$ cat config.mk
export PLATFORM = sky130hd
export DESIGN_NAME = smbus_seq
export DESIGN_NICKNAME = d
export VERILOG_FILES = /design/src/rtl/smbus_seq_pkg.sv /design/src/rtl/smbus_seq_buf.sv /design/src/rtl/smbus_seq_wdog.sv /design/src/rtl/smbus_seq_ctrl.sv /design/src/rtl/smbus_seq.sv
export SDC_FILE = /design/constraint.sdc
export NUM_CORES = 1
export LEC_CHECK = 0
export BUFFER_PORTS_ARGS = -buffer_cell sky130_fd_sc_hd__buf_2
export CORE_MARGIN = 2
export CORE_UTILIZATION = 46
export DETAILED_ROUTE_END_ITERATION = 10
export MAX_ROUTING_LAYER = met4
export SLEW_MARGIN = 20
export SYNTH_ARGS = -nofsm -noshare
export SYNTH_HDL_FRONTEND = slang
export SYNTH_SLANG_ARGS = --single-unit
$ cat constraint.sdc
create_clock -name clk_i -period 10.05 [get_ports clk_i]
set_clock_uncertainty 0.05 [all_clocks]
set_input_delay 0.5025 -clock clk_i [delete_from_list [all_inputs] [get_ports clk_i]]
set_output_delay 0.5025 -clock clk_i [all_outputs]
set_load 0.005 [all_outputs]
$ cat src/rtl/smbus_seq_pkg.sv
package smbus_seq_pkg;

  typedef enum logic [2:0] {
    K_QUICK = 3'd0,
    K_BYTE  = 3'd1,
    K_BDATA = 3'd2,
    K_WORD  = 3'd3,
    K_BLOCK = 3'd4
  } kind_e;

  typedef enum logic [1:0] {
    RES_OK    = 2'd0,
    RES_INVAL = 2'd1,
    RES_NODEV = 2'd2,
    RES_IOERR = 2'd3
  } res_e;

  typedef enum logic [2:0] {
    PH_START,
    PH_ADDR_W,
    PH_CMD,
    PH_RSTART,
    PH_ADDR,
    PH_TX,
    PH_RX
  } phase_e;

  typedef enum logic [2:0] {
    ST_IDLE,
    ST_CMD,
    ST_WAIT,
    ST_STOP,
    ST_DONE
  } state_e;

endpackage

$ cat src/rtl/smbus_seq_buf.sv
module smbus_seq_buf #(
  parameter int unsigned DEPTH = 32,
  parameter int unsigned W     = 8,
  localparam int unsigned IDX_W = $clog2(DEPTH)
) (
  input  logic             clk_i,
  input  logic             rst_ni,
  input  logic             we_i,
  input  logic [IDX_W-1:0] widx_i,
  input  logic [W-1:0]     wdata_i,
  input  logic [IDX_W-1:0] ridx_a_i,
  output logic [W-1:0]     rdata_a_o,
  input  logic [IDX_W-1:0] ridx_b_i,
  output logic [W-1:0]     rdata_b_o
);

  logic [W-1:0] mem_q [DEPTH];

  always_ff @(posedge clk_i or negedge rst_ni) begin
    if (!rst_ni) begin
      for (int i = 0; i < int'(DEPTH); i++) mem_q[i] <= '0;
    end else if (we_i) begin
      mem_q[widx_i] <= wdata_i;
    end
  end

  assign rdata_a_o = mem_q[ridx_a_i];
  assign rdata_b_o = mem_q[ridx_b_i];

endmodule

$ cat src/rtl/smbus_seq_wdog.sv
module smbus_seq_wdog #(
  parameter int unsigned TIMEOUT_CYC = 20_000_000,
  localparam int unsigned CNT_W = $clog2(TIMEOUT_CYC + 1)
) (
  input  logic clk_i,
  input  logic rst_ni,
  input  logic run_i,
  output logic fire_o
);

  logic [CNT_W-1:0] cnt_q;

  assign fire_o = run_i && (cnt_q == CNT_W'(TIMEOUT_CYC - 1));

  always_ff @(posedge clk_i or negedge rst_ni) begin
    if (!rst_ni)               cnt_q <= '0;
    else if (!run_i || fire_o) cnt_q <= '0;
    else                       cnt_q <= cnt_q + CNT_W'(1);
  end

  assert_wdog_bound_R11: assert property (@(posedge clk_i) disable iff (!rst_ni)
    cnt_q < CNT_W'(TIMEOUT_CYC));

endmodule

$ cat src/rtl/smbus_seq_ctrl.sv
module smbus_seq_ctrl
  import smbus_seq_pkg::*;
#(
  parameter int unsigned DEPTH = 32,
  localparam int unsigned IDX_W = $clog2(DEPTH),
  localparam int unsigned LEN_W = $clog2(DEPTH + 1)
) (
  input  logic             clk_i,
  input  logic             rst_ni,
  input  logic             req_valid_i,
  output logic             ready_o,
  input  logic [6:0]       req_addr_i,
  input  logic             req_read_i,
  input  logic [7:0]       req_cmd_i,
  input  logic [2:0]       req_kind_i,
  input  logic [LEN_W-1:0] req_len_i,
  output logic             busy_o,
  output logic             done_o,
  output logic [1:0]       result_o,
  output logic             eng_start_o,
  output logic             eng_stop_o,
  output logic             eng_clr_o,
  output logic             eng_reset_o,
  output logic             eng_tx_o,
  output logic [7:0]       eng_tx_data_o,
  output logic             eng_rx_o,
  output logic             eng_rx_last_o,
  input  logic             ev_done_i,
  input  logic             ev_nack_i,
  input  logic             ev_berr_i,
  input  logic             ev_master_i,
  input  logic [7:0]       ev_rx_data_i,
  input  logic             wd_fire_i,
  output logic             wd_run_o,
  output logic [IDX_W-1:0] tx_idx_o,
  input  logic [7:0]       tx_byte_i,
  output logic             rx_we_o,
  output logic [IDX_W-1:0] rx_idx_o,
  output logic [7:0]       rx_data_o
);

  state_e           state_q;
  phase_e           phase_q, phase_nxt;
  res_e             res_q;
  logic [6:0]       addr_q;
  logic             rd_q, short_q, nack_q;
  logic [7:0]       cmd_q;
  logic [LEN_W-1:0] len_q, idx_q, idx_n, req_len;
  logic             req_ok, ev_any, data_ph, fin;

  assign ev_any  = ev_done_i | ev_nack_i | ev_berr_i;
  assign data_ph = (phase_q == PH_TX) || (phase_q == PH_RX);
  assign idx_n   = idx_q + LEN_W'(data_ph);

  // request length and validation
  always_comb begin
    req_ok = 1'b1;
    case (kind_e'(req_kind_i))
      K_QUICK:         req_len = '0;
      K_BYTE, K_BDATA: req_len = LEN_W'(1);
      K_WORD:          req_len = LEN_W'(2);
      K_BLOCK: begin
        req_len = req_len_i;
        if (req_len_i == '0 || req_len_i > LEN_W'(DEPTH)) req_ok = 1'b0;
      end
      default: begin
        req_len = '0;
        req_ok  = 1'b0;
      end
    endcase
    if (req_read_i && req_len == '0) req_ok = 1'b0;
  end

  // phase sequencing after a completed step
  always_comb begin
    phase_nxt = phase_q;
    fin       = 1'b0;
    case (phase_q)
      PH_START:  phase_nxt = short_q ? PH_ADDR : PH_ADDR_W;
      PH_ADDR_W: phase_nxt = PH_CMD;
      PH_CMD: begin
        phase_nxt = rd_q ? PH_RSTART : PH_TX;
        fin       = !rd_q && (len_q == '0);
      end
      PH_RSTART: phase_nxt = PH_ADDR;
      PH_ADDR: begin
        phase_nxt = rd_q ? PH_RX : PH_TX;
        fin       = !rd_q && (len_q == '0);
      end
      PH_TX, PH_RX: fin = (idx_n == len_q);
      default: fin = 1'b1;
    endcase
  end

  always_ff @(posedge clk_i or negedge rst_ni) begin
    if (!rst_ni) begin
      state_q <= ST_IDLE;
      phase_q <= PH_START;
      res_q   <= RES_OK;
      addr_q  <= '0;
      rd_q    <= 1'b0;
      short_q <= 1'b0;
      nack_q  <= 1'b0;
      cmd_q   <= '0;
      len_q   <= '0;
      idx_q   <= '0;
    end else begin
      case (state_q)
        ST_IDLE: if (req_valid_i) begin
          addr_q  <= req_addr_i;
          rd_q    <= req_read_i;
          cmd_q   <= req_cmd_i;
          short_q <= (req_kind_i == K_QUICK) || (req_kind_i == K_BYTE);
          len_q   <= req_len;
          idx_q   <= '0;
          phase_q <= PH_START;
          nack_q  <= 1'b0;
          if (req_ok) begin
            state_q <= ST_CMD;
          end else begin
            res_q   <= RES_INVAL;
            state_q <= ST_DONE;
          end
        end
        ST_CMD: state_q <= ST_WAIT;
        ST_WAIT: begin
          if (ev_any) begin
            if (ev_berr_i || !ev_master_i) begin
              res_q   <= RES_IOERR;
              state_q <= ST_DONE;
            end else if (ev_nack_i) begin
              res_q   <= RES_NODEV;
              nack_q  <= 1'b1;
              state_q <= ST_STOP;
            end else begin
              idx_q <= idx_n;
              if (fin) begin
                res_q   <= RES_OK;
                state_q <= ST_STOP;
              end else begin
                phase_q <= phase_nxt;
                state_q <= ST_CMD;
              end
            end
          end else if (wd_fire_i) begin
            res_q   <= RES_IOERR;
            state_q <= ST_DONE;
          end
        end
        ST_STOP: state_q <= ST_DONE;
        default: state_q <= ST_IDLE;
      endcase
    end
  end

  logic issue;
  assign issue = (state_q == ST_CMD);

  assign ready_o     = (state_q == ST_IDLE);
  assign busy_o      = (state_q != ST_IDLE);
  assign done_o      = (state_q == ST_DONE);
  assign result_o    = res_q;
  assign eng_start_o = issue && (phase_q == PH_START || phase_q == PH_RSTART);
  assign eng_tx_o    = issue && (phase_q == PH_ADDR_W || phase_q == PH_CMD ||
                                 phase_q == PH_ADDR   || phase_q == PH_TX);
  assign eng_rx_o      = issue && (phase_q == PH_RX);
  assign eng_rx_last_o = eng_rx_o && (idx_q == len_q - LEN_W'(1));
  assign eng_stop_o    = (state_q == ST_STOP);
  assign eng_clr_o     = eng_stop_o && nack_q;
  assign eng_reset_o   = done_o && (res_q == RES_IOERR);

  always_comb begin
    case (phase_q)
      PH_ADDR_W: eng_tx_data_o = {addr_q, 1'b0};
      PH_CMD:    eng_tx_data_o = cmd_q;
      PH_ADDR:   eng_tx_data_o = {addr_q, rd_q};
      PH_TX:     eng_tx_data_o = short_q ? cmd_q : tx_byte_i;
      default:   eng_tx_data_o = '0;
    endcase
  end

  assign wd_run_o  = (state_q == ST_WAIT) && !ev_any;
  assign tx_idx_o  = idx_q[IDX_W-1:0];
  assign rx_idx_o  = idx_q[IDX_W-1:0];
  assign rx_data_o = ev_rx_data_i;
  assign rx_we_o   = (state_q == ST_WAIT) && (phase_q == PH_RX) && ev_done_i &&
                     !ev_nack_i && !ev_berr_i && ev_master_i;

  assert_one_cmd_R5: assert property (@(posedge clk_i) disable iff (!rst_ni)
    $onehot0({eng_start_o, eng_stop_o, eng_tx_o, eng_rx_o}));

  assert_done_pulse_R2: assert property (@(posedge clk_i) disable iff (!rst_ni)
    done_o |=> !done_o);

  assert_accept_busy_R2: assert property (@(posedge clk_i) disable iff (!rst_ni)
    (ready_o && req_valid_i) |=> busy_o);

  assert_nack_stop_R9: assert property (@(posedge clk_i) disable iff (!rst_ni)
    ((state_q == ST_WAIT) && ev_nack_i && !ev_berr_i && ev_master_i)
      |=> (eng_stop_o && eng_clr_o));

  assert_fault_reset_R10: assert property (@(posedge clk_i) disable iff (!rst_ni)
    ((state_q == ST_WAIT) && ev_any && (ev_berr_i || !ev_master_i))
      |=> (done_o && eng_reset_o && !eng_stop_o));

endmodule

$ cat src/rtl/smbus_seq.sv
module smbus_seq
  import smbus_seq_pkg::*;
#(
  parameter int unsigned DEPTH       = 32,
  parameter int unsigned TIMEOUT_CYC = 20_000_000,
  localparam int unsigned IDX_W = $clog2(DEPTH),
  localparam int unsigned LEN_W = $clog2(DEPTH + 1)
) (
  input  logic             clk_i,
  input  logic             rst_ni,
  input  logic             req_valid_i,
  output logic             req_ready_o,
  input  logic [6:0]       req_addr_i,
  input  logic             req_read_i,
  input  logic [7:0]       req_cmd_i,
  input  logic [2:0]       req_kind_i,
  input  logic [LEN_W-1:0] req_len_i,
  input  logic             buf_we_i,
  input  logic [IDX_W-1:0] buf_idx_i,
  input  logic [7:0]       buf_wdata_i,
  output logic [7:0]       buf_rdata_o,
  output logic             busy_o,
  output logic             done_o,
  output logic [1:0]       result_o,
  output logic             eng_start_o,
  output logic             eng_stop_o,
  output logic             eng_clr_o,
  output logic             eng_reset_o,
  output logic             eng_tx_o,
  output logic [7:0]       eng_tx_data_o,
  output logic             eng_rx_o,
  output logic             eng_rx_last_o,
  input  logic             ev_done_i,
  input  logic             ev_nack_i,
  input  logic             ev_berr_i,
  input  logic             ev_master_i,
  input  logic [7:0]       ev_rx_data_i
);

  logic             wd_run, wd_fire, rx_we, host_we, mem_we;
  logic [IDX_W-1:0] tx_idx, rx_idx, mem_widx;
  logic [7:0]       tx_byte, rx_data, mem_wdata;

  // host writes land only while idle
  assign host_we   = buf_we_i && req_ready_o;
  assign mem_we    = rx_we || host_we;
  assign mem_widx  = rx_we ? rx_idx  : buf_idx_i;
  assign mem_wdata = rx_we ? rx_data : buf_wdata_i;

  smbus_seq_buf #(.DEPTH(DEPTH), .W(8)) i_buf (
    .clk_i     (clk_i),
    .rst_ni    (rst_ni),
    .we_i      (mem_we),
    .widx_i    (mem_widx),
    .wdata_i   (mem_wdata),
    .ridx_a_i  (buf_idx_i),
    .rdata_a_o (buf_rdata_o),
    .ridx_b_i  (tx_idx),
    .rdata_b_o (tx_byte)
  );

  smbus_seq_wdog #(.TIMEOUT_CYC(TIMEOUT_CYC)) i_wdog (
    .clk_i  (clk_i),
    .rst_ni (rst_ni),
    .run_i  (wd_run),
    .fire_o (wd_fire)
  );

  smbus_seq_ctrl #(.DEPTH(DEPTH)) i_ctrl (
    .clk_i         (clk_i),
    .rst_ni        (rst_ni),
    .req_valid_i   (req_valid_i),
    .ready_o       (req_ready_o),
    .req_addr_i    (req_addr_i),
    .req_read_i    (req_read_i),
    .req_cmd_i     (req_cmd_i),
    .req_kind_i    (req_kind_i),
    .req_len_i     (req_len_i),
    .busy_o        (busy_o),
    .done_o        (done_o),
    .result_o      (result_o),
    .eng_start_o   (eng_start_o),
    .eng_stop_o    (eng_stop_o),
    .eng_clr_o     (eng_clr_o),
    .eng_reset_o   (eng_reset_o),
    .eng_tx_o      (eng_tx_o),
    .eng_tx_data_o (eng_tx_data_o),
    .eng_rx_o      (eng_rx_o),
    .eng_rx_last_o (eng_rx_last_o),
    .ev_done_i     (ev_done_i),
    .ev_nack_i     (ev_nack_i),
    .ev_berr_i     (ev_berr_i),
    .ev_master_i   (ev_master_i),
    .ev_rx_data_i  (ev_rx_data_i),
    .wd_fire_i     (wd_fire),
    .wd_run_o      (wd_run),
    .tx_idx_o      (tx_idx),
    .tx_byte_i     (tx_byte),
    .rx_we_o       (rx_we),
    .rx_idx_o      (rx_idx),
    .rx_data_o     (rx_data)
  );

  assert_no_host_write_busy_R12: assert property (@(posedge clk_i) disable iff (!rst_ni)
    (busy_o && mem_we) |-> rx_we);

endmodule

* Word-level counts from Yosys, hierarchy flattened
Cells that the tools add are included.
Word-level totals: flip-flop bits (word level) 319, bits of input ports 54, output and inout bits 28
Operators by class: add/subtract/negate cells 3, $lt $le $gt $ge 5, equal/unequal tests 28, multiplexer cells 55, bitwise gates (word level) 5, reductions and logical operators 52
Operators by type and width (count):
- $bwmux 256 | 1
- $bmux 8 s5 | 2
- $mux 8 | 7
- $demux 8 s5 | 1
- $mux 3 | 13
- $pmux 8 s4 | 1
- $add 25x1->25 const B | 1
- $eq 25x25->1 const B | 1
- $mux 25 | 1
- $mux 6 | 4
- $eq 3x2->1 const B | 6
- $ge 6x6->1 const B | 3
- $logic_not 6->1 | 3
- $mux 2 | 9
- $not 5->6 | 3
- $pmux 6 s3 | 1
- $logic_and 1x1->1 | 17
- $eq 3x3->1 const B | 5
- $pmux 3 s5 | 1
- $reduce_and 5->1 | 3
- $eq 6x6->1 | 2
- $ne 2x2->1 const B | 6
- $pmux 3 s4 | 1
- $pmux 6 s2 | 1
- 27 further kinds | 55

* Logic depth before layout (Yosys ltp)
Gate-level depths: netlist of the first run.
depth in word-level cells 13, mapped depth 11, gate-level depth less buffers 10

* Cells and area by module
Synthesis of the first run repeated with hierarchy kept, for this count alone.
Second synthesis, totals: cells, all modules 1270, area, all modules 17750.8 um^2
By module, submodules not included:
- smbus_seq_buf | times used 1, cells an instance 806, area an instance 13643.1 um^2, seq. area each 6406.1 um^2
- smbus_seq_ctrl | times used 1, cells an instance 309, area an instance 2628.8 um^2, seq. area each 950.9 um^2
- smbus_seq_wdog | times used 1, cells an instance 140, area an instance 1312.5 um^2, seq. area each 625.6 um^2
- smbus_seq | times used 1, cells an instance 15, area an instance 166.4 um^2, seq. area each 0.0 um^2

* Worst setup path after synthesis of the first run
Ideal clock, no wire load.
path type reg2out, from register i_ctrl.idx_q[0], to output port eng_tx_data_o[2], arrival time 2798 ps, data required time 9498 ps, setup slack 6700 ps, stages on the path, launching flop included 8, buffers on the path 3, cell sequence dfrtp_1 clkbuf_1 buf_1 buf_1 mux4_2 mux4_2 a22oi_1 o211ai_1
Between the ends: cells in the longest elaborated chain, start to end 6
Ends and longest elaborated chain:
- start: declaration | RTL line smbus_seq_ctrl.sv:48 | logic [LEN_W-1:0] len_q, idx_q, idx_n, req_len;
- start signal: assignment | RTL line smbus_seq_ctrl.sv:136 | idx_q <= idx_n;
- $not 5->6 (implied by the code) | RTL line smbus_seq_buf.sv:28 | assign rdata_b_o = mem_q[ridx_b_i];
- $bmux 8 s5 | RTL line smbus_seq_buf.sv:28
- $mux 8 (implied by the code) (2 in series) | RTL line smbus_seq_buf.sv:28
- $mux 8 | RTL line smbus_seq_ctrl.sv:177 | PH_TX: eng_tx_data_o = short_q ? cmd_q : tx_byte_i;
- $pmux 8 s4 | RTL line smbus_seq_ctrl.sv:173 | case (phase_q)
- end: declaration | RTL line smbus_seq.sv:30 | output logic [7:0] eng_tx_data_o,
Every way passes these cells. The select of a mux whose other input is x is not followed.

* Worst setup path after layout of the first run
Ends and elaborated chain as after synthesis.

==> results of run 1 <==
==> worst max path at each step <==
stage / to / cells past startpoint / startpoint
after global routing: eng_tx_data_o[7] / 6 / i_ctrl.idx_q[0]
after global placement: eng_tx_data_o[2] / 6 / i_ctrl.idx_q[0]
after detailed placement: eng_tx_data_o[2] / 6 / i_ctrl.idx_q[0]
after CTS: eng_tx_data_o[6] / 6 / i_ctrl.idx_q[0]
after floorplan: eng_tx_data_o[2] / 7 / i_ctrl.idx_q[0]
final: eng_tx_data_o[2] / 6 / i_ctrl.idx_q[0]
==> stage by stage <==
| step | setup WS [ps] | area [um^2] |
|---|---|---|
| finish | 5400 | 19700 |
| global route | 5060 | 19700 |
| CTS | 5350 | 19700 |
| detailed placement | 5940 | 18400 |
| global placement | 5980 | 18400 |
| floorplan | 6700 | 17600 |
==> kinds of logic after synthesis <==
logic type / Yosys count
flip-flops: 319
buffers and inverters: 113
XOR/XNOR: 40
AO/OA/AOI/OAI: 84
adder cells (fa/ha/maj): 4
AND/OR/NAND/NOR: 234
multiplexers: 459
==> final cells by class <==
cell class / count / share of cell area
multi-input cells: 821 / 0.463
well taps: 511 / 0.0324
inverters: 19 / 0.00361
clock buffers: 51 / 0.0563
repair buffers: 95 / 0.0273
clock inverters: 16 / 0.0121
flip-flops and latches: 319 / 0.405
==> state kept, by name (all words and copies together), names as in the netlist, 2 cells and up <==
register,flops
i_ctrl.cmd_q,8
i_buf.mem_q,256
i_wdog.cnt_q,25
i_ctrl.phase_q,3
i_ctrl.state_q,3
i_ctrl.idx_q,6
i_ctrl.addr_q,7
i_ctrl.len_q,6
i_ctrl.result_o,2
==> critical path, delay by kind of cell (launching register included) <==
| kind | cells | cell delay (ps) |
|---|---|---|
| AO/OA/AOI/OAI | 2 | 700 |
| multiplexers | 2 | 1080 |
| buffers and inverters | 2 | 990 |
| flip-flops | 1 | 690 |
==> Yosys cell counts, types with 9 or more instances <==
cell / n / share of area
sky130_fd_sc_hd__clkbuf_1: 62 / 0.013
sky130_fd_sc_hd__and3_1: 9 / 0.0032
sky130_fd_sc_hd__mux2_1: 25 / 0.016
sky130_fd_sc_hd__inv_1: 19 / 0.0041
sky130_fd_sc_hd__mux2_2: 270 / 0.17
sky130_fd_sc_hd__a21oi_1: 9 / 0.0026
sky130_fd_sc_hd__xnor2_1: 23 / 0.011
sky130_fd_sc_hd__o211ai_1: 11 / 0.0047
sky130_fd_sc_hd__nand3_1: 26 / 0.0074
sky130_fd_sc_hd__a22oi_1: 17 / 0.0073
sky130_fd_sc_hd__nor3_1: 15 / 0.0043
sky130_fd_sc_hd__o21ai_0: 27 / 0.0077
sky130_fd_sc_hd__dfrtp_1: 319 / 0.45
sky130_fd_sc_hd__buf_1: 23 / 0.0049
sky130_fd_sc_hd__nand2_1: 64 / 0.014
sky130_fd_sc_hd__nor2_1: 60 / 0.013
sky130_fd_sc_hd__xor2_1: 17 / 0.0085
sky130_fd_sc_hd__buf_2: 9 / 0.0026
sky130_fd_sc_hd__mux4_2: 160 / 0.21
==> power by group through the flow <==
stage / Combinational (uW) / Sequential (uW) / Clock, uW
after floorplan: 1030 / 1940 / 0
after global placement: 1280 / 2090 / 0
after detailed placement: 1310 / 2100 / 0
after CTS: 1310 / 2080 / 1510
after global routing: 1400 / 2150 / 1560
final: 1300 / 2090 / 1480
==> routing by layer <==
layer,track usage,vias up
met2,0.389,346
met1,0.332,5842
met5,-,-
li1,-,4855
met3,0.0549,74
met4,0.0691,0
==> results.cfg, run 1 <==
[run_status]
outcome = complete, no violations

[grt]
grt_pass1_wl_um = 71100
antenna_found_initial = 0
grt_overflow = 0
gr-usage-all-layers = 0.249
grt_start_max_net_pins = 167
vias_in_the_first_global_route = 11400

[synthesis]
synth_top_family_by_area = multiplexers
synth-xor-area-share = 0.0200
async_flop_share = 1.00
yosys.area_share.simple = 0.0693
synthAdderAreaFrac = 0.00285
count_of_flip_flops_with_a_built_in_enable_after_synthesis = 0
number_of_synthesized_register_bits = 319
yosys_most_used_dff = sky130_fd_sc_hd__dfrtp_1
synthesis.area_per_instance_um2 = 14.0
synth_compound_gate_area_share = 0.0318
cells_after_synthesis = 1253
synth_mux_area_frac = 0.397
synth_area_mm2 = 0.0176
ys_warns = 0
synth_sequential_area_ratio = 0.455
synth.net_count = 1311
synth_cell_types = 55

[power]
power.sequential.fraction = 0.429
post-layout-total-power_uw = 4870
power.share.combinational = 0.267
net-switching-power_uw = 1430
p_clk_frac = 0.304
cellInternalPower_uw = 3430
power_switching_share = 0.294
p_per_area_mw_per_mm2 = 247
peak_supply_drop_v = 0.000116
static-leakage-power_uw = 0.00853

[floorplanning]
floorplan.initialDensity = 0.466
rows = 71
die_h_um = 199
pin_count = 82
dieArea_mm2 = 0.0398
die_width_um = 199
floorplan_core_area_mm2 = 0.0377

[critical_path]
reg_to_reg_start = i_ctrl.state_q[1]
worst-endpoint-arrival_ps = 4090
timing.critical_path.slowest_stage_cell = sky130_fd_sc_hd__buf_4
start_kind = flip-flop
worstRegToRegCells = 7
end_kind = output pin
crit_path_cell_trace = buf_4, mux4_2, mux4_2, a22oi_1, o211ai_1, buf_2
r2r_end = i_buf.mem_q[189]
worst-path-max-fanout = 48
worst-setup-path-type = reg2out
cpMostUsedCell = sky130_fd_sc_hd__mux4_2
ff2ff_setup_slack_ps = 6140
critical_path_required_ps = 9500
worst_path_largest_cell_delay_ps = 810

[sta]
slew_headroom = 0.289
min_period_over_period = 0.462
setup-violations-final = 0
worst_hold_slack_ps = 139
period_needed_ps = 4650
slew_viol_final = 0
tightest_slew_ps = 1070
grt_setup_unrepaired = false
maxClockFrequency_ghz = 0.215
timing.setup.tns_ps = 0
finalHoldViolCount = 0

[detailed_routing]
route.detailed.wl_per_inst_um = 25.1
routed-wl-met3_um = 3090
vias_per_cell = 6.07
wirelength_met1_um = 19800
firstDrtPassIters = 5
finalWirelength_um = 46000
initial_detailed_routing_violation_count = 669
top_layer_used = met4
drc = 0
routed-wl-met2_um = 21900
ant_nets = 0
detailroute.via_count = 11100

[clocking]
cts-htree-levels = 2
post_cts_resized = 0
hold_buffers = 1
postCtsSetupRepairBufs = 0
clock_sink_count = 319
tritoncts = yes
cts_root_buf = sky130_fd_sc_hd__clkbuf_16
worstSkewPairLatency_ps = 550
cts-buffers-inserted = 38
cts_max_path_buffers = 3
clk_pin_slew_worst_paths_ps = 60

[cells_and_area]
antenna_cells_inserted = 0
area_delta_synth_final_pct = 12.4
most_common_cell_after_layout_fill_and_taps_aside = sky130_fd_sc_hd__dfrtp_1
area.sequential_mm2 = 0.00799
most-common-layout-cells = 317 x sky130_fd_sc_hd__dfrtp_1, 270 x sky130_fd_sc_hd__mux2_2, 160 x sky130_fd_sc_hd__mux4_2
fin_nets = 1352
fillers = 3228
postLayoutCoreUtil = 0.524
post_route_cells_drive_above_1_share = 0.460
final_cell_count_no_fill = 1832
multi_input_area_mm2 = 0.00914

[min_path]
hold_start = req_cmd_i[3]
timing.hold.worst_endpoint = i_ctrl.cmd_q[3]
worst_hold_path_cells = 2
min_path_type = in2reg

[placement]
port_buffers = 81
routabilityCongestion = 0.835
hpwl_um = 29900
placed_cells = 1764

[job]
cap_viol_max_count = 0
Note: power is estimated with default switching activity, not from simulation.
==> run 2, diff against run 1 <==
==> constraint.sdc (replaced) <==
create_clock -name clk_i -period 4.6 [get_ports clk_i]
set_clock_uncertainty 0.05 [all_clocks]
set_input_delay 0.23 -clock clk_i [delete_from_list [all_inputs] [get_ports clk_i]]
set_output_delay 0.23 -clock clk_i [all_outputs]
set_load 0.005 [all_outputs]
==> results.cfg, run 2 (synthesis results as in run 1) <==
[run_status]
outcome = complete, no violations

[critical_path]
worst-setup-path-type = reg2reg
critical_path_required_ps = 4970
timing.critical_path.slowest_stage_cell = sky130_fd_sc_hd__mux2i_1
worst-endpoint-arrival_ps = 4330
end_kind = flip-flop
crit_path_cell_trace = or3b_1, nor4_4, buf_4, mux2i_1, nand3_1, nor2_2, mux2_2
start_kind = flip-flop
worst-path-max-fanout = 16
worst_path_largest_cell_delay_ps = 800

[cells_and_area]
post_route_cells_drive_above_1_share = 0.449
most_common_cell_after_layout_fill_and_taps_aside = sky130_fd_sc_hd__dfrtp_1
antenna_cells_inserted = 0
fin_nets = 1384
most-common-layout-cells = 317 x sky130_fd_sc_hd__dfrtp_1, 270 x sky130_fd_sc_hd__mux2_2, 160 x sky130_fd_sc_hd__mux4_2
leading_registers_by_flop_count = i_buf.mem_q: 256 flops, i_wdog.cnt_q: 25 flops, i_ctrl.cmd_q: 8 flops
top_register = i_buf.mem_q
area_delta_synth_final_pct = 14.2
flip_flop_count_of_the_largest_register_all_copies_and_words_added = 256
fillers = 3169

[detailed_routing]
route.detailed.wl_per_inst_um = 24.8
top_layer_used = met4
ant_nets = 0
firstDrtPassIters = 5
detailroute.via_count = 11300
routed-wl-met3_um = 2920
drc = 0
vias_per_cell = 6.07
initial_detailed_routing_violation_count = 553
finalWirelength_um = 46300
wirelength_met1_um = 20200
routed-wl-met2_um = 21600

[clocking]
cts-htree-levels = 2
cts_max_path_buffers = 3
cts_root_buf = sky130_fd_sc_hd__clkbuf_16
clk_pin_slew_worst_paths_ps = 50
clock_sink_count = 319
worstSkewPairLatency_ps = 530
tritoncts = yes
cts-buffers-inserted = 39
postCtsSetupRepairBufs = 0

[placement]
routabilityCongestion = 0.877
port_buffers = 81
hpwl_um = 30900

[grt]
vias_in_the_first_global_route = 11500
grt_overflow = 0
grt_start_max_net_pins = 104
grt_pass1_wl_um = 70900
gr-usage-all-layers = 0.247
antenna_found_initial = 0

[floorplanning]
dieArea_mm2 = 0.0398
rows = 71
floorplan.initialDensity = 0.466
die_width_um = 199
pin_count = 82
die_h_um = 199
floorplan_core_area_mm2 = 0.0377

[job]
cap_viol_max_count = 0

[sta]
tightest_slew_ps = 982
timing.setup.tns_ps = 0
slew_headroom = 0.341
grt_setup_unrepaired = false
setup-violations-final = 0
finalHoldViolCount = 0
min_period_over_period = 0.861
slew_viol_final = 0
period_needed_ps = 3960
worst_hold_slack_ps = 23.7
maxClockFrequency_ghz = 0.253

[power]
static-leakage-power_uw = 0.00867
post-layout-total-power_uw = 10600
peak_supply_drop_v = 0.000325
p_per_area_mw_per_mm2 = 529

[min_path]
min_path_type = in2reg
-- run 2: cell type report --
cell class,count,area (um^2),share of cell area
clock inverters,9,126,0.00630
repair buffers,126,893,0.0445
multi-input cells,821,9140,0.456
clock buffers,61,1190,0.0594
inverters,19,71.3,0.00356
flip-flops and latches,319,7990,0.398
well taps,511,639,0.0319
-- run 2: repair_timing --
item,4_1_cts,5_1_grt
hold endpoints to repair,123,0
hold buffers,25,0
gates resized for setup,0,0
-- run 2: metrics by stage --
step,cells,instance area [um^2],utilization,setup slack [ps]
after detailed placement,1771,18500,0.491,699
after global placement,1771,18500,0.491,781
after floorplan,1253,17600,-,1360
after global routing,1866,20100,0.532,452
after CTS,1866,20100,0.532,647
final,1866,20100,0.532,640
-- run 2: power breakdown --
| group | switching [uW] | internal (uW) |
|---|---|---|
| registers | 762 | 3770 |
| clock network | 1200 | 1950 |
| logic | 1140 | 1780 |
-- run 2: worst paths after layout --
check                      cells past startpoint         startpoint  slack [ps]               end
max reg2reg                                    7  i_ctrl.state_q[1]         640  i_buf.mem_q[182]
max                                            7  i_ctrl.state_q[1]         640  i_buf.mem_q[182]
min reg2reg                                    1    i_wdog.cnt_q[0]         430   i_wdog.cnt_q[0]
min                                            3          ev_berr_i          20   i_wdog.cnt_q[6]
max in group asynchronous                      3             rst_ni        3130  i_buf.mem_q[126]
min in group asynchronous                      2             rst_ni         250     i_ctrl.nack_q
-- run 2: worst max-delay path, delay by kind of cell (launching register included) --
kind	cells	cell delay [ps]
AND/OR/NAND/NOR	4	1750
buffers and inverters	1	360
multiplexers	2	1210
flip-flops	1	480
-- run 2: routing by layer --
| layer | GRT usage | up-vias |
|---|---|---|
| met2 | 0.379 | 320 |
| met5 | - | - |
| met1 | 0.325 | 5988 |
| li1 | - | 4934 |
| met4 | 0.0853 | 0 |
| met3 | 0.0606 | 82 |
==> run 3, diff against run 2 <==
--- a/config.mk
+++ b/config.mk
@@ -5,6 +5,7 @@
 export SDC_FILE = /design/constraint.sdc
 export NUM_CORES = 1
 export LEC_CHECK = 0
+export ABC_AREA = 1
 export BUFFER_PORTS_ARGS = -buffer_cell sky130_fd_sc_hd__buf_2
 export CORE_MARGIN = 2
 export CORE_UTILIZATION = 46
==> results.cfg, run 3 <==
[run_status]
outcome = complete, no violations

[detailed_routing]
ant_nets = 0
initial_detailed_routing_violation_count = 1986
detailroute.via_count = 18600
route.detailed.wl_per_inst_um = 20.8
routed-wl-met3_um = 5390
routed-wl-met2_um = 29700
top_layer_used = met4
firstDrtPassIters = 6
vias_per_cell = 5.91
wirelength_met1_um = 27200
drc = 0
finalWirelength_um = 65500

[synthesis]
ys_warns = 0
synth_cell_types = 45
post_synth_most_frequent_cells = 765 x sky130_fd_sc_hd__nand2_1, 321 x sky130_fd_sc_hd__nor2_1, 319 x sky130_fd_sc_hd__dfrtp_1
synth_largest_type_area_fraction = 0.434
synth_area_leader_cell = sky130_fd_sc_hd__dfrtp_1
synthMostInstantiatedCell = sky130_fd_sc_hd__nand2_1
synth.net_count = 2635
synth_sequential_area_ratio = 0.434
synth_area_mm2 = 0.0184
yosys_most_used_dff = sky130_fd_sc_hd__dfrtp_1
number_of_synthesized_register_bits = 319
count_of_flip_flops_with_a_built_in_enable_after_synthesis = 0
synthTopCellsByArea = sky130_fd_sc_hd__dfrtp_1 43%, sky130_fd_sc_hd__nand2_1 16%, sky130_fd_sc_hd__o21ai_0 7.9%
async_flop_share = 1.00
synthesis.area_per_instance_um2 = 7.14
cells_after_synthesis = 2577

[critical_path]
crit_path_end = eng_tx_data_o[1]
critical_path_required_ps = 4320
worst-setup-path-type = reg2out
r2r_end = i_buf.mem_q[5]
worst-endpoint-arrival_ps = 3430
ff2ff_setup_slack_ps = 1440
startpoint = i_ctrl.idx_q[1]
reg_to_reg_start = i_ctrl.phase_q[0]
worst-path-max-fanout = 59
worstRegToRegCells = 9
end_kind = output pin
start_kind = flip-flop

[clocking]
clock_sink_count = 319
cts-htree-levels = 2
hold_buffers = 24
postCtsSetupRepairBufs = 0
cts_max_path_buffers = 3
post_cts_resized = 0
tritoncts = yes
clk_pin_slew_worst_paths_ps = 50
worstSkewPairLatency_ps = 560
cts-buffers-inserted = 39
cts_root_buf = sky130_fd_sc_hd__clkbuf_16

[grt]
antenna_found_initial = 1
grt_overflow = 0
vias_in_the_first_global_route = 17700
grt_start_max_net_pins = 128
gr-usage-all-layers = 0.329
grt_pass1_wl_um = 103000

[sta]
setup-violations-final = 0
finalHoldViolCount = 0
period_needed_ps = 3710
grt_setup_unrepaired = false
slew_viol_final = 0
min_period_over_period = 0.806
maxClockFrequency_ghz = 0.270
tightest_slew_ps = 961
timing.setup.tns_ps = 0
slew_headroom = 0.359

[cells_and_area]
fillers = 3924
most_common_cell_after_layout_fill_and_taps_aside = sky130_fd_sc_hd__nand2_1
most-common-layout-cells = 765 x sky130_fd_sc_hd__nand2_1, 320 x sky130_fd_sc_hd__nor2_1, 317 x sky130_fd_sc_hd__dfrtp_1
multi_input_area_mm2 = 0.00923
final_cell_count_no_fill = 3152
leading_registers_by_flop_count = i_buf.mem_q: 256 flops, i_wdog.cnt_q: 25 flops, i_ctrl.cmd_q: 8 flops
design_area_mm2 = 0.0207
postLayoutCoreUtil = 0.523
flip_flop_count_of_the_largest_register_all_copies_and_words_added = 256
area.sequential_mm2 = 0.00799
fin_nets = 2657
area_delta_synth_final_pct = 12.5
post_route_cells_drive_above_1_share = 0.0971
top_register = i_buf.mem_q

[placement]
placed_area_mm2 = 0.0191
placed_cells = 3059
port_buffers = 81
routabilityCongestion = 0.894
hpwl_um = 41100

[min_path]
hold_start = req_valid_i
worst_hold_path_cells = 5
min_path_type = in2reg

[floorplanning]
floorplan_core_area_mm2 = 0.0396
floorplan.initialDensity = 0.464
die_width_um = 204
pin_count = 82
die_h_um = 204
dieArea_mm2 = 0.0416
rows = 73

[power]
peak_supply_drop_v = 0.000312
p_per_area_mw_per_mm2 = 498
static-leakage-power_uw = 0.00995

[job]
cap_viol_max_count = 0
[run 3: cell types whose count changed after synthesis, sizes merged, moves of 57 or more]
| cell | change |
|---|---|
| clkbuf | +63 |
| o211ai | +57 |
| o21ai | +352 |
| mux2 | -295 |
| a21oi | +65 |
| nand3 | +147 |
| nand2 | +731 |
| nor2 | +269 |
| inv | +100 |
| mux4 | -160 |
[run 3: area by class of cell]
class,count,area share
Antenna cell,1,0.000121
Clock buffer,58,0.0565
Clock inverter,10,0.00755
Inverter,124,0.0227
Multi-Input combinational cell,1967,0.445
Sequential cell,319,0.386
Tap cell,525,0.0317
Timing Repair Buffer,148,0.0504
[run 3: worst min-delay path by stage]
stage	endpoint
finish	i_ctrl.state_q[2]
global route	i_ctrl.state_q[2]
CTS	i_ctrl.state_q[0]
detailed placement	i_buf.mem_q[46]
global placement	i_buf.mem_q[43]
floorplan	i_buf.mem_q[0]
[run 3: cells by family (layout without fill, tap and decap cells)]
logic type / Yosys count / after routing / synth area share
buffers and inverters: 291 / 340 / 0.0653
xor gates and xnor gates: 14 / 14 / 0.00666
and+or+nand+nor: 1342 / 1342 / 0.302
DFF: 319 / 319 / 0.434
AOI/OAI and AO/OA: 607 / 607 / 0.190
adders and majority gates: 4 / 4 / 0.00272
other: 0 / 1 / 0
[run 3: critical path, stage by stage, from the launching register on]
cell and delay, ps:
sky130_fd_sc_hd__dfrtp_4 890, sky130_fd_sc_hd__buf_4 580, sky130_fd_sc_hd__o21ai_0 210, sky130_fd_sc_hd__o211ai_1 230, sky130_fd_sc_hd__nand3_1 180, sky130_fd_sc_hd__nand3_1 250
sky130_fd_sc_hd__nand2_1 130, sky130_fd_sc_hd__nand2_1 120, sky130_fd_sc_hd__nand2_1 70, sky130_fd_sc_hd__nand2_1 60, sky130_fd_sc_hd__buf_2 110
[run 3: stage by stage]
step / hold WS [ps] / worst slack (ps) / total power [uW]
6_report: 28.6 / 891 / 10300
5_1_grt: 64.4 / 763 / 11000
4_1_cts: 8.53 / 999 / 10300
3_5_place_dp: 293 / 1590 / 7070
3_3_place_gp: 286 / 1590 / 6980
2_1_floorplan: -116 / 2370 / 6140
[run 3: report_power, final]
part,leakage [uW],internal [uW],switching (uW)
clock network,0.000656,1980,1250
logic,0.00507,948,1610
registers,0.00423,3750,778
total,0.00995,6680,3640
[run 3: routing by layer]
layer / GRT usage / vias to the layer above
li1: - / 8621
met1: 0.427 / 8904
met2: 0.506 / 892
met3: 0.0542 / 208
met4: 0.150 / 0
met5: - / -
